$ cat src/rtl/gpio_regbank_pkg.sv
package gpio_regbank_pkg;

    // Register word selected by the bus address
    typedef enum logic [2:0] {
        SEL_DIR  = 3'd0,
        SEL_OUT  = 3'd1,
        SEL_SET  = 3'd2,
        SEL_CLR  = 3'd3,
        SEL_IN   = 3'd4,
        SEL_NONE = 3'd7
    } reg_sel_e;

    localparam int unsigned NUM_WORDS = 5;

    // Map a word index to a register select
    function automatic reg_sel_e word_to_sel(input int unsigned idx);
        reg_sel_e s;
        case (idx)
            0:       s = SEL_DIR;
            1:       s = SEL_OUT;
            2:       s = SEL_SET;
            3:       s = SEL_CLR;
            4:       s = SEL_IN;
            default: s = SEL_NONE;
        endcase
        return s;
    endfunction

endpackage

$ cat src/rtl/gpio_addr_dec.sv
module gpio_addr_dec
    import gpio_regbank_pkg::*;
#(
    parameter int unsigned ADDR_W = 5
) (
    input  logic [ADDR_W-1:0] addr,
    output reg_sel_e          sel
);
    localparam int unsigned IDX_W = ADDR_W - 2;

    logic [IDX_W-1:0] word_idx;
    logic             aligned;

    always_comb begin
        word_idx = addr[ADDR_W-1:2];
        aligned  = (addr[1:0] == 2'b00);
        sel      = aligned ? word_to_sel(int'(word_idx)) : SEL_NONE;
    end
endmodule

$ cat src/rtl/gpio_ctrl_regs.sv
module gpio_ctrl_regs
    import gpio_regbank_pkg::*;
#(
    parameter int unsigned PIN_W   = 32,
    parameter logic [PIN_W-1:0] DIR_RST = '1
) (
    input  logic             clk,
    input  logic             rst_n,
    input  logic             we,
    input  reg_sel_e         sel,
    input  logic [PIN_W-1:0] wdata,
    output logic [PIN_W-1:0] dir_q,
    output logic [PIN_W-1:0] lat_q
);
    typedef struct packed {
        logic [PIN_W-1:0] dir;
        logic [PIN_W-1:0] lat;
    } ctrl_t;

    ctrl_t            st_d, st_q;
    logic [PIN_W-1:0] set_m, clr_m;
    logic             strobe;

    always_comb begin
        st_d   = st_q;
        set_m  = '0;
        clr_m  = '0;
        strobe = 1'b0;
        if (we) begin
            case (sel)
                SEL_DIR: st_d.dir = wdata;
                SEL_OUT: st_d.lat = wdata;
                SEL_SET: begin set_m = wdata; strobe = 1'b1; end
                SEL_CLR: begin clr_m = wdata; strobe = 1'b1; end
                default: ;
            endcase
        end
        // clear wins over set on the same bit
        if (strobe)
            st_d.lat = (st_q.lat | set_m) & ~clr_m;
    end

    always_ff @(posedge clk or negedge rst_n) begin
        if (!rst_n) begin
            st_q.dir <= DIR_RST;
            st_q.lat <= '0;
        end else begin
            st_q <= st_d;
        end
    end

    assign dir_q = st_q.dir;
    assign lat_q = st_q.lat;

    // marked bits go high, others keep
    p_set_mask_r4: assert property (@(posedge clk) disable iff (!rst_n)
        (we && sel == SEL_SET) |=>
            (((lat_q & $past(wdata)) == $past(wdata)) &&
             ((lat_q & ~$past(wdata)) == ($past(lat_q) & ~$past(wdata)))));

    // marked bits go low, others keep
    p_clr_mask_r5: assert property (@(posedge clk) disable iff (!rst_n)
        (we && sel == SEL_CLR) |=>
            (((lat_q & $past(wdata)) == '0) &&
             ((lat_q & ~$past(wdata)) == ($past(lat_q) & ~$past(wdata)))));

    // direction only moves on its own write
    p_dir_keep_r2: assert property (@(posedge clk) disable iff (!rst_n)
        !(we && sel == SEL_DIR) |=> $stable(dir_q));

    // direction writes leave the latch alone
    p_lat_keep_r9: assert property (@(posedge clk) disable iff (!rst_n)
        (we && sel == SEL_DIR) |=> $stable(lat_q));
endmodule

$ cat src/rtl/gpio_in_sync.sv
module gpio_in_sync #(
    parameter int unsigned PIN_W  = 32,
    parameter int unsigned STAGES = 2
) (
    input  logic             clk,
    input  logic             rst_n,
    input  logic [PIN_W-1:0] pin_in,
    output logic [PIN_W-1:0] sync_out
);
    localparam int unsigned LAST = STAGES - 1;

    typedef struct packed {
        logic [STAGES-1:0][PIN_W-1:0] stg;
    } sync_t;

    sync_t st_d, st_q;

    always_comb begin
        st_d.stg[0] = pin_in;
        for (int i = 1; i < STAGES; i++)
            st_d.stg[i] = st_q.stg[i-1];
    end

    always_ff @(posedge clk or negedge rst_n) begin
        if (!rst_n) st_q <= '0;
        else        st_q <= st_d;
    end

    assign sync_out = st_q.stg[LAST];

    // the first stage captures the pad level on each edge
    p_first_stage_r7: assert property (@(posedge clk) disable iff (!rst_n)
        $stable(pin_in) |=> (st_q.stg[0] == $past(pin_in)));
endmodule

$ cat src/rtl/gpio_rd_mux.sv
module gpio_rd_mux
    import gpio_regbank_pkg::*;
#(
    parameter int unsigned PIN_W = 32
) (
    input  reg_sel_e         sel,
    input  logic [PIN_W-1:0] dir_q,
    input  logic [PIN_W-1:0] lat_q,
    input  logic [PIN_W-1:0] sync_in,
    output logic [PIN_W-1:0] rdata
);
    always_comb begin
        case (sel)
            SEL_DIR:                   rdata = dir_q;
            SEL_OUT, SEL_SET, SEL_CLR: rdata = lat_q;
            SEL_IN:                    rdata = sync_in;
            default:                   rdata = '0;
        endcase
    end
endmodule

$ cat src/rtl/gpio_regbank.sv
module gpio_regbank
    import gpio_regbank_pkg::*;
#(
    parameter int unsigned PIN_W       = 32,
    parameter int unsigned ADDR_W      = 5,
    parameter int unsigned SYNC_STAGES = 2
) (
    input  logic              clk,
    input  logic              rst_n,
    input  logic [ADDR_W-1:0] bus_addr,
    input  logic              bus_we,
    input  logic [PIN_W-1:0]  bus_wdata,
    output logic [PIN_W-1:0]  bus_rdata,
    input  logic [PIN_W-1:0]  pin_in,
    output logic [PIN_W-1:0]  pin_oe,
    output logic [PIN_W-1:0]  pin_out
);
    reg_sel_e         sel;
    logic [PIN_W-1:0] dir_q, lat_q, sync_q;

    gpio_addr_dec #(.ADDR_W(ADDR_W)) u_dec (
        .addr (bus_addr),
        .sel  (sel)
    );

    gpio_ctrl_regs #(.PIN_W(PIN_W), .DIR_RST('1)) u_regs (
        .clk   (clk),
        .rst_n (rst_n),
        .we    (bus_we),
        .sel   (sel),
        .wdata (bus_wdata),
        .dir_q (dir_q),
        .lat_q (lat_q)
    );

    gpio_in_sync #(.PIN_W(PIN_W), .STAGES(SYNC_STAGES)) u_sync (
        .clk      (clk),
        .rst_n    (rst_n),
        .pin_in   (pin_in),
        .sync_out (sync_q)
    );

    gpio_rd_mux #(.PIN_W(PIN_W)) u_mux (
        .sel     (sel),
        .dir_q   (dir_q),
        .lat_q   (lat_q),
        .sync_in (sync_q),
        .rdata   (bus_rdata)
    );

    assign pin_oe  = ~dir_q;
    assign pin_out = lat_q;

    // output enable is the inverse of the written direction
    p_dir_oe_r2: assert property (@(posedge clk) disable iff (!rst_n)
        (bus_we && sel == SEL_DIR) |=> (pin_oe == ~$past(bus_wdata)));

    // load of the whole latch
    p_out_load_r3: assert property (@(posedge clk) disable iff (!rst_n)
        (bus_we && sel == SEL_OUT) |=> (pin_out == $past(bus_wdata)));

    // strobe offsets read back the latch
    p_strobe_read_r6: assert property (@(posedge clk) disable iff (!rst_n)
        (sel == SEL_SET || sel == SEL_CLR) |-> (bus_rdata == pin_out));

    // input word is read-only
    p_in_readonly_r7: assert property (@(posedge clk) disable iff (!rst_n)
        (bus_we && sel == SEL_IN) |=> ($stable(pin_out) && $stable(pin_oe)));

    // unmapped writes leave the pins alone
    p_unmapped_r8: assert property (@(posedge clk) disable iff (!rst_n)
        (bus_we && sel == SEL_NONE) |=> ($stable(pin_out) && $stable(pin_oe)));
endmodule

$ cat config.mk
export PLATFORM = sky130hd
export DESIGN_NAME = gpio_regbank
export DESIGN_NICKNAME = d
export VERILOG_FILES = /design/src/rtl/gpio_regbank_pkg.sv /design/src/rtl/gpio_addr_dec.sv /design/src/rtl/gpio_ctrl_regs.sv /design/src/rtl/gpio_in_sync.sv /design/src/rtl/gpio_rd_mux.sv /design/src/rtl/gpio_regbank.sv
export SDC_FILE = /design/constraint.sdc
export NUM_CORES = 1
export LEC_CHECK = 0
export BUFFER_PORTS_ARGS = -buffer_cell sky130_fd_sc_hd__buf_2
export CORE_MARGIN = 8
export CORE_UTILIZATION = 51
export DETAILED_ROUTE_END_ITERATION = 10
export PLACE_DENSITY_LB_ADDON = 0.15
export SETUP_SLACK_MARGIN = 0.5
export SLEW_MARGIN = 0
export SYNTH_ARGS = -nofsm -noshare
export SYNTH_HDL_FRONTEND = slang
export SYNTH_SLANG_ARGS = --single-unit
$ cat constraint.sdc
create_clock -name clk -period 1.95 [get_ports clk]
set_input_delay 0.2925 -clock clk [delete_from_list [all_inputs] [get_ports clk]]
set_output_delay 0.2925 -clock clk [all_outputs]
set_load 0.05 [all_outputs]
==> out/summary.md <==
In the synthesized netlist, the cells that appear most often are 96 x dfrtp_1, 45 x inv_1, 37 x o21ai_0. The largest stage delay on the critical path is 290 ps, and the number of pins with negative max-slew slack in the final report is 0. Entering global routing, the biggest net connects 129 pins. TritonCTS built the clock tree. The final number of hold-violating endpoints was 0. Number of register bits inferred by synthesis: 128.

After routing the design area is 0.008755 mm². The die is 117.7 µm wide. The number of clock buffers added by TritonCTS is 17. The tools report the type of element launching the critical path as a primary input.

The clock passes through at most 2 buffers. The first detailed-routing pass took 4 iterations. The logs give 3.615 ps for the largest clock skew in the final design and 504 for the number of nets in the synthesized netlist. The number of global-route vias before repair is 5041. The cell with the most instances after synthesis is dfrtp_1.

The tools report the first-pass GRT wire length as 28260 µm. Port buffering added 167 buffers. For the worst hold slack after final layout, the log shows 49.27 ps.

After detailed routing, the total wire length is 18680 µm. For the number of I/O pins, the log shows 168. Measured against its own limit, the worst slew margin works out to 54.55%. In this run the number of cells on the critical path is 8. The die covers 0.01384 mm². Averaged over all synthesized cells, the footprint is 12.20 µm². For the pin with the worst max-slew slack, the measured transition is 681.8 ps.

Counting flops with an async set or reset pin after synthesis yields a share of 100.0%. The logs give 37 for the number of placement rows and 4 for the H-tree level count. In this run, synthesis inferred 0 flip-flops with an integrated enable.

VDD sags by at most 0.0007536 V. The capturing element type of the critical path is an output pin. The number of violations reported at the end of detailed-routing iteration 0 is 273, and the number of setup violations in the final report is 0. Critical path buffer and inverter count: 5. For the worst-skew pair, the clock arrives at the later sink with an insertion delay of 510 ps. The critical path goes through buf_6 -> or2_4 -> nor4b_4 -> buf_6 -> buf_12 -> buf_16 -> o2bb2ai_2 -> buf_6. The most prevalent standard cell on the critical path was buf_6. Final-layout setup total negative slack: 0 ps. The number of antenna violations at the first check in global routing is 0. Most used flip-flop cell after synthesis: dfrtp_1. The kind of critical path was in2out. For the final RePlAce weighted congestion, the log shows 0.7926. The arrival time at the worst endpoint was 1660 ps. In this design, the largest share of critical-path delay is due to buffers and inverters. Y dimension of the die: 117.7 µm.

The static power due to leakage is 3.755 nW, and the total of warnings raised by yosys is 0. The final period demand of the worst path works out to 1950 ps. The library cell occupying the most area in the post-synthesis netlist was dfrtp_1. Clock-pin slew was measured on the worst setup and hold paths at 60 ps.

Critical-path cell with the highest stage delay: nor4b_4. For this configuration, the core starts out at a cell density of 51.74%. The worst hold path passes through 2 cells. For the count of max-cap constraint violations, the log shows 0. Of all nets on the critical path, the largest fanout is 10.

The run finished with clean final reports. For this run the aggregate overflow at the end of global routing stands at 0. After technology mapping, the gate count stands at 432. The cell area that synthesis handed to floorplanning was 0.005270 mm². Number of cell instances on the worst register-to-register path: 2.

CTS root buffer: clkbuf_8. For this run, the register share of the synthesized area comes to 61.54%. The area share of the largest cell type after synthesis works out to 45.58%. The ratio of routed vias to standard cells was 5.650; the via count of the routed design was 4514. The tools report the number of distinct library cell variants in the gate-level netlist after synthesis as 26. Timing would allow up to 512.9 MHz.

Ranked by total cell area, the synthesized netlist is headed by dfrtp_1 46%, dfstp_2 16%, mux2i_1 6.1%. The post-detailed-route count of antenna-violating nets was 0; the placed wire-length estimate after detailed placement was 9906 µm. Setup repair after global routing could not meet its margin everywhere.

The tightest min-delay check is of the in2reg type. The total inserted antenna cells was 0; the residual DRC count was 0. The placed instances occupy a cell area of 0.006714 mm². The total area inside the core boundary comes to 0.01018 mm². For the layout net count, the log shows 722. The routed length per instance came out at 23.38 µm. For this run, the total global-route usage over all layers was measured as 25.92%. From synthesis to final layout, the design area changed by 66.12%. The fraction of final layout cells sized beyond drive strength 1 is 50.98%. For this design the ratio of total power to cell area is 1074 mW/mm².

The final critical path takes up 99.98% of the cycle. For the worst path required time, the log shows 1660 ps. Counting every sink on the clock net gives 128.
## registers in the layout, summed over array words and instances (netlist names)
register	cells
u_sync.st_d	32
u_regs.lat_q	32
u_sync.sync_out	32
u_regs.dir_q	32
## kinds of logic after synthesis
group | synth area share, %
multiplexers | 10.14
flip-flops | 61.54
XOR/XNOR | 3.158
buffers and inverters | 5.935
AO/OA/AOI/OAI | 16.17
AND/OR/NAND/NOR | 3.063
## final cells by class
cell class | instances | area [µm²]
Clock buffer | 20 | 435.4
Multi-Input combinational cell | 228 | 2207
Timing Repair Buffer | 230 | 2338
Clock inverter | 12 | 185.2
Tap cell | 136 | 170.2
Fill cell | 476 | 1430
Inverter | 45 | 168.9
Sequential cell | 128 | 3249
## timing repair
item,in CTS,in global routing
setup endpoints to repair,95,82
endpoints found under the hold margin,128,0
cloned,3,0
pin swaps,1,1
resized for setup,251,40
buffers inserted,4,2
hold buffers,33,0
## power breakdown
group	leakage, nW	internal [mW]	switching [mW]	total, mW
registers	1.48	3.06	0.307	3.37
clock network	0.288	2.12	1.20	3.32
logic	1.99	1.00	1.70	2.71
total	3.76	6.19	3.21	9.40
## routing by layer
layer	wire, µm	part of all wire (%)	global-route usage [%]
met1	7065	38	29.40
met2	10030	54	45.62
met3	1115	6.0	7.098
met4	468	2.5	9.768
met5	0	0	0
## cells in the final DEF (no fill, tap or decap), types with 3 or more instances in the layout
master | synthesis | layout
a211oi_1 | 13 | 13
a21oi_1 | 32 | 32
a31oi_1 | 19 | 19
buf_12 | 0 | 10
buf_16 | 0 | 3
buf_2 | 16 | 68
buf_4 | 0 | 33
buf_6 | 1 | 29
buf_8 | 0 | 54
bufinv_16 | 0 | 4
clkbuf_16 | 0 | 16
clkinv_4 | 0 | 3
clkinvlp_4 | 0 | 4
dfrtp_1 | 96 | 91
dfrtp_2 | 0 | 5
dfstp_2 | 32 | 32
dlygate4sd3_1 | 0 | 33
inv_1 | 45 | 13
inv_2 | 0 | 32
mux2_1 | 17 | 17
mux2i_1 | 32 | 31
nor3_1 | 13 | 13
o21ai_0 | 37 | 37
o2bb2ai_2 | 0 | 10
o2bb2ai_4 | 0 | 22
xnor2_1 | 19 | 19
## metrics by stage
step	std cells	util [%]	setup slack, ps	power (mW)
5_1_grt	799	85.96	-39.50	9.670
4_1_cts	797	84.52	-11.61	9.240
3_5_place_dp	725	65.92	-94.64	5.400
2_1_floorplan	432	-	42.93	4.759
3_3_place_gp	725	65.92	-59.63	5.340
6_report	799	85.96	0.4645	9.399
## worst paths after layout
path	startpoint	end	slack [ps]
worst max-delay path	bus_addr[2]	bus_rdata[5]	0.5
max in group asynchronous	rst_n	u_regs.lat_q[1]$_DFFE_PN0P_	970
worst min register to register	u_sync.st_d[53]$_DFF_PN0_	u_sync.sync_out[21]$_DFF_PN0_	340
min in group asynchronous	rst_n	u_sync.sync_out[1]$_DFF_PN0_	400
worst max register to register	u_regs.dir_q[4]$_DFFE_PN1P_	u_regs.dir_q[4]$_DFFE_PN1P_	1020
worst min-delay path	bus_wdata[16]	u_regs.dir_q[16]$_DFFE_PN1P_	50
Power figures use the tool's default switching activity.
